==> src/rtl/hpt_pkg.sv <==
package hpt_pkg;

  typedef enum logic [1:0] {
    ST_IDLE = 2'd0,
    ST_WAIT = 2'd1,
    ST_HEAD = 2'd2,
    ST_ELEM = 2'd3
  } walk_state_t;

endpackage

==> src/rtl/hpt_hash.sv <==
module hpt_hash #(
  parameter int VPN_W = 16,
  parameter int IDX_W = 4
) (
  input  logic [VPN_W-1:0] vpn,
  output logic [IDX_W-1:0] idx
);
  localparam int HALF   = VPN_W / 2;
  localparam int NCHUNK = (HALF + IDX_W - 1) / IDX_W;
  localparam int PADW   = NCHUNK * IDX_W;

  logic [HALF-1:0] half_x;
  logic [PADW-1:0] padded;
  logic [IDX_W-1:0] acc [0:NCHUNK];

  assign half_x = vpn[2*HALF-1:HALF] ^ vpn[HALF-1:0];
  assign padded = PADW'(half_x);
  assign acc[0] = '0;

  for (genvar g = 0; g < NCHUNK; g++) begin : g_fold
    assign acc[g+1] = acc[g] ^ padded[g*IDX_W +: IDX_W];
  end

  assign idx = acc[NCHUNK];
endmodule

==> src/rtl/hpt_elem_unpack.sv <==
module hpt_elem_unpack #(
  parameter int VPN_W = 16,
  parameter int PFN_W = 12,
  parameter int PTR_W = 8
) (
  input  logic [VPN_W+PFN_W+PTR_W-1:0] word,
  input  logic [VPN_W-1:0]             cmp_vpn,
  output logic [PFN_W-1:0]             elem_pfn,
  output logic [PTR_W-1:0]             elem_next,
  output logic                         tag_match,
  output logic                         next_null
);
  localparam int PFN_LO = PTR_W;
  localparam int VPN_LO = PTR_W + PFN_W;
  localparam int WORD_W = VPN_W + PFN_W + PTR_W;

  logic [VPN_W-1:0] elem_vpn;

  assign elem_vpn  = word[WORD_W-1:VPN_LO];
  assign elem_pfn  = word[VPN_LO-1:PFN_LO];
  assign elem_next = word[PTR_W-1:0];
  assign tag_match = (elem_vpn == cmp_vpn);
  assign next_null = (elem_next == '0);
endmodule

==> src/rtl/hpt_step_ctr.sv <==
module hpt_step_ctr #(
  parameter int MAX_STEPS = 16
) (
  input  logic clk,
  input  logic rst,
  input  logic clear,
  input  logic inc,
  output logic at_limit
);
  localparam int CW = $clog2(MAX_STEPS + 1);

  logic [CW-1:0] cnt;

  always_ff @(posedge clk) begin
    if (rst || clear) begin
      cnt <= '0;
    end else if (inc) begin
      cnt <= cnt + 1'b1;
    end
  end

  assign at_limit = (cnt == CW'(MAX_STEPS - 1));
endmodule

==> src/rtl/hpt_walker.sv <==
module hpt_walker
  import hpt_pkg::*;
#(
  parameter int VPN_W     = 16,
  parameter int PFN_W     = 12,
  parameter int IDX_W     = 4,
  parameter int PTR_W     = 8,
  parameter int MAX_STEPS = 16
) (
  input  logic                         clk,
  input  logic                         rst,
  input  logic                         req_valid,
  input  logic [VPN_W-1:0]             req_vpn,
  output logic                         busy,
  output logic                         done,
  output logic                         miss,
  output logic                         err,
  output logic [PFN_W-1:0]             resp_pfn,
  output logic                         mem_rd_en,
  output logic [PTR_W-1:0]             mem_rd_addr,
  input  logic [VPN_W+PFN_W+PTR_W-1:0] mem_rd_data
);
  walk_state_t      st;
  logic             wait_head;
  logic [VPN_W-1:0] vpn_q;
  logic [IDX_W-1:0] hash_idx;
  logic [PFN_W-1:0] elem_pfn;
  logic [PTR_W-1:0] elem_next;
  logic             tag_match;
  logic             next_null;
  logic             at_limit;
  logic             accept;
  logic             elem_eval;

  assign accept    = (st == ST_IDLE) && req_valid;
  assign elem_eval = (st == ST_ELEM);

  hpt_hash #(
    .VPN_W(VPN_W),
    .IDX_W(IDX_W)
  ) u_hash (
    .vpn(req_vpn),
    .idx(hash_idx)
  );

  hpt_elem_unpack #(
    .VPN_W(VPN_W),
    .PFN_W(PFN_W),
    .PTR_W(PTR_W)
  ) u_unpack (
    .word     (mem_rd_data),
    .cmp_vpn  (vpn_q),
    .elem_pfn (elem_pfn),
    .elem_next(elem_next),
    .tag_match(tag_match),
    .next_null(next_null)
  );

  hpt_step_ctr #(
    .MAX_STEPS(MAX_STEPS)
  ) u_steps (
    .clk     (clk),
    .rst     (rst),
    .clear   (accept),
    .inc     (elem_eval),
    .at_limit(at_limit)
  );

  always_ff @(posedge clk) begin
    if (rst) begin
      st          <= ST_IDLE;
      wait_head   <= 1'b0;
      vpn_q       <= '0;
      busy        <= 1'b0;
      done        <= 1'b0;
      miss        <= 1'b0;
      err         <= 1'b0;
      resp_pfn    <= '0;
      mem_rd_en   <= 1'b0;
      mem_rd_addr <= '0;
    end else begin
      done      <= 1'b0;
      miss      <= 1'b0;
      err       <= 1'b0;
      mem_rd_en <= 1'b0;
      case (st)
        ST_IDLE: begin
          if (req_valid) begin
            vpn_q       <= req_vpn;
            mem_rd_addr <= PTR_W'(hash_idx);
            mem_rd_en   <= 1'b1;
            wait_head   <= 1'b1;
            busy        <= 1'b1;
            st          <= ST_WAIT;
          end
        end
        ST_WAIT: begin
          st <= wait_head ? ST_HEAD : ST_ELEM;
        end
        ST_HEAD: begin
          if (next_null) begin
            miss     <= 1'b1;
            resp_pfn <= '0;
            busy     <= 1'b0;
            st       <= ST_IDLE;
          end else begin
            mem_rd_addr <= elem_next;
            mem_rd_en   <= 1'b1;
            wait_head   <= 1'b0;
            st          <= ST_WAIT;
          end
        end
        ST_ELEM: begin
          if (tag_match) begin
            done     <= 1'b1;
            resp_pfn <= elem_pfn;
            busy     <= 1'b0;
            st       <= ST_IDLE;
          end else if (next_null) begin
            miss     <= 1'b1;
            resp_pfn <= '0;
            busy     <= 1'b0;
            st       <= ST_IDLE;
          end else if (at_limit) begin
            err      <= 1'b1;
            resp_pfn <= '0;
            busy     <= 1'b0;
            st       <= ST_IDLE;
          end else begin
            mem_rd_addr <= elem_next;
            mem_rd_en   <= 1'b1;
            st          <= ST_WAIT;
          end
        end
        default: st <= ST_IDLE;
      endcase
    end
  end
endmodule

==> config.mk <==
export PLATFORM = sky130hd
export DESIGN_NAME = hpt_walker
export DESIGN_NICKNAME = d
export VERILOG_FILES = /design/src/rtl/hpt_pkg.sv /design/src/rtl/hpt_hash.sv /design/src/rtl/hpt_elem_unpack.sv /design/src/rtl/hpt_step_ctr.sv /design/src/rtl/hpt_walker.sv
export SDC_FILE = /design/constraint.sdc
export NUM_CORES = 1
export LEC_CHECK = 0
export BUFFER_PORTS_ARGS = -buffer_cell sky130_fd_sc_hd__buf_2
export CORE_UTILIZATION = 30
export DETAILED_ROUTE_END_ITERATION = 6
export GPL_TIMING_DRIVEN = 0
export HOLD_SLACK_MARGIN = 0.1
export PLACE_DENSITY = 0.55
export SLEW_MARGIN = 20
export SYNTH_ARGS = -nofsm -noshare
export SYNTH_HDL_FRONTEND = slang
export SYNTH_SLANG_ARGS = --single-unit
export TNS_END_PERCENT = 50
==> constraint.sdc <==
create_clock -name clk -period 1.7 [get_ports clk]
set_input_delay 0.255 -clock clk [delete_from_list [all_inputs] [get_ports clk]]
set_output_delay 0.255 -clock clk [all_outputs]
set_load 0.02 [all_outputs]
==> results.json <==
{
  "finalWorstSetupSlack_ns": -0.0803,
  "r2r-end": "resp_pfn[8]",
  "io_pins": 80,
  "synthArstFlopShare_pct": 0,
  "cts_max_path_buffers": 2,
  "status": "complete, but fails checks",
  "synth_ff_type": "dfxtp_1",
  "cts_tree": "built",
  "power_density_nw_per_um2": 872,
  "synth_edf_count": 0,
  "grt_first_pass_wirelength_um": 8690,
  "grt_usage_pct": 15.0,
  "syn2layout_area_growth_pct": 40.6,
  "violations": "setup timing",
  "yosysMostFrequentCell": "dfxtp_1",
  "portBuffers": 78,
  "grt_overflow": 0,
  "cpMaxStageDelayCell": "o41ai_4",
  "hpwlAfterDp_um": 4080,
  "synth_cell_types": 32,
  "relSlewSlack_pct": 61.5,
  "hold_class": "input pin to flop",
  "max_stage_delay_ns": 0.45,
  "dp_slack_ns": -0.273,
  "path_class": "flop to flop",
  "rrSetupSlack_ns": -0.08,
  "yosysSeqAreaShare_pct": 45.1,
  "die_w_um": 87.1,
  "whs_endpoint": "resp_pfn[9]",
  "min_path_cells": 2,
  "ys_warn_count": 0,
  "initial_utilization_pct": 31.5,
  "row_count": 30,
  "clk_pin_slew_worst_paths_ns": 0.10,
  "hold_start": "mem_rd_data[17]",
  "worstPathCellList": "xor2_1 > nor4_2 > buf_4 > and4_4 > o41ai_4 > buf_4 > a22o_1",
  "dpl_cell_area_um2": 2690,
  "antenna_cells": 0,
  "period_share_pct": 105,
  "skew_ns": 0.0115,
  "yosys_register_bits": 49,
  "core_um2": 6910,
  "cts_buffers": 5,
  "synth_nets": 298,
  "first_global_vias": 1751,
  "final_area_um2": 3060,
  "end_kind": "flop",
  "yosys-top-cells-count": "49 x dfxtp_1, 47 x nand2_1, 24 x a21oi_1",
  "drv_slew": 0,
  "cts_root_buf": "clkbuf_8",
  "period_needed_ns": 1.78,
  "critPathMostFrequentCell": "buf_4",
  "wire_per_inst_um": 12.6,
  "antenna_left": 0,
  "antenna_found_initial": 0,
  "max_freq_mhz": 562,
  "final_hold_viol_count": 0,
  "place_congestion": 0.780,
  "vias_per_cell": 4.60,
  "dieArea_um2": 7590,
  "drive_gt1_share_pct": 42.2,
  "cts.sinks": 49,
  "worstMarginPinSlew_ns": 0.577,
  "drt_iter0_drc": 125,
  "drcViolationCount": 0,
  "path_max_fanout": 5,
  "yosysTopAreaCell": "dfxtp_1",
  "rsz0062_at_grt": "yes",
  "cts_htree_levels": 2,
  "dr_total_vias": 2011,
  "cp-start-kind": "flop",
  "power_mw": 2.67,
  "fin_nets": 397,
  "first_pass_iters": 4,
  "syn_area_per_cell_um2": 9.02,
  "syn_area_um2": 2170,
  "setup_viol": 20,
  "synth_cells": 241,
  "arrival_ns": 2.03,
  "reg2regPathDepth": 7,
  "worst_ir_drop_vdd_mv": 0.405,
  "synthTopCellsByArea": "dfxtp_1 45%, nand2_1 8.1%, xor2_1 6.4%",
  "grt_max_degree": 16,
  "die_height_um": 87.1,
  "cp_data_required_time_ns": 1.95,
  "wl_um": 5510,
  "maxCapViolCount": 0,
  "r2r_start": "vpn_q[2]",
  "clock_latency_ns": 0.30,
  "netlist.area_leader.share_pct": 45.1,
  "fillers": 733,
  "total_leakage_power_nw": 1.36
}
## metrics by stage
stage          utilization [%]  std cells  hold WS [ns]  TNS, ns
4_1_cts                   42.9        435         0.148    -1.09
3_5_place_dp              38.9        415         0.453    -5.23
2_1_floorplan                -        241         0.380        0
5_1_grt                   44.3        437         0.143    -3.85
6_report                  44.3        437         0.152   -0.922
3_3_place_gp              38.9        415         0.442    -5.08
## worst max path at each step
stage / start / endpoint / slack (ns) / depth (start not counted)
final: vpn_q[2] / resp_pfn[8] / -0.08 / 7
after global routing: vpn_q[2] / resp_pfn[6] / -0.17 / 7
after CTS: vpn_q[12] / resp_pfn[8] / -0.08 / 8
after detailed placement: mem_rd_data[29] / mem_rd_addr[6] / -0.27 / 7
after global placement: mem_rd_data[29] / mem_rd_addr[7] / -0.26 / 7
after floorplan: vpn_q[9] / mem_rd_addr[0] / 0.06 / 6
## state kept, by name (all words and copies together), names as in the netlist
signal / flops
u_steps.cnt: 5
mem_rd_addr: 8
mem_rd_en: 1
st: 2
done: 1
miss: 1
err: 1
busy: 1
resp_pfn: 12
wait_head: 1
vpn_q: 16
## cells in the final DEF, fill, tap and decap left out, drive strengths merged, types with 2 or more instances in the layout
cell type / count
ha: 2
clkbuf: 16
o211ai: 4
nor3: 4
buf: 97
nand2: 47
xor2: 16
inv: 4
dfxtp: 49
a21oi: 24
nor4: 8
nand3: 7
xnor2: 13
and4: 2
nor2: 9
nand4: 2
mux2i: 8
o21ai: 7
a22o: 12
## power breakdown
| group | switching [mW] | total (mW) | internal, mW |
|---|---|---|---|
| Combinational | 0.300 | 0.530 | 0.231 |
| Clock | 0.398 | 0.877 | 0.479 |
| Sequential | 0.0411 | 1.26 | 1.22 |
| Total | 0.739 | 2.67 | 1.93 |
## timing repair
action,4_1_cts,5_1_grt
pin swaps,22,18
gates cloned,2,0
resized for setup,18,26
endpoints found under the setup margin,33,35
setup buffers,10,4
endpoints found under the hold margin,0,0
hold buffers,0,0
## metal layers
layer	vias up	part of all wire (%)	global-route usage, %
li1	1024	-	-
met4	0	1.5	4.92
met1	942	46	19.8
met2	41	48	24.8
met3	4	4.1	2.65
met5	-	0	0
## worst max-delay path, delay by kind of cell (launching register included)
family                    cells  cell delay [ns]
AOI/OAI and AO/OA             2             0.58
xor gates and xnor gates      1             0.18
DFF                           1             0.35
buffers and inverters         2             0.37
and+or+nand+nor               2             0.26
## area by class of cell
type / instances / area (µm²) / area share [%]
sequential: 49 / 1000 / 32.8
tap: 96 / 120 / 3.93
timing repair buffer: 92 / 499 / 16.3
multi-input combinational: 173 / 1210 / 39.7
clock buffer: 6 / 82.6 / 2.70
clock inverter: 2 / 37.5 / 1.23
buffer: 15 / 85.1 / 2.78
inverter: 4 / 15.0 / 0.491
## kinds of logic (layout without fill, tap and decap cells)
logic type	Yosys count	after routing	share of synthesized area [%]
compound gates	51	51	15.4
fa+ha+maj	2	2	1.15
flops	49	49	45.1
simple gates	83	83	19.0
buf+inv	19	119	3.97
mux	8	8	3.68
xor+xnor	29	29	11.7
(Power assumes the default switching activity.)
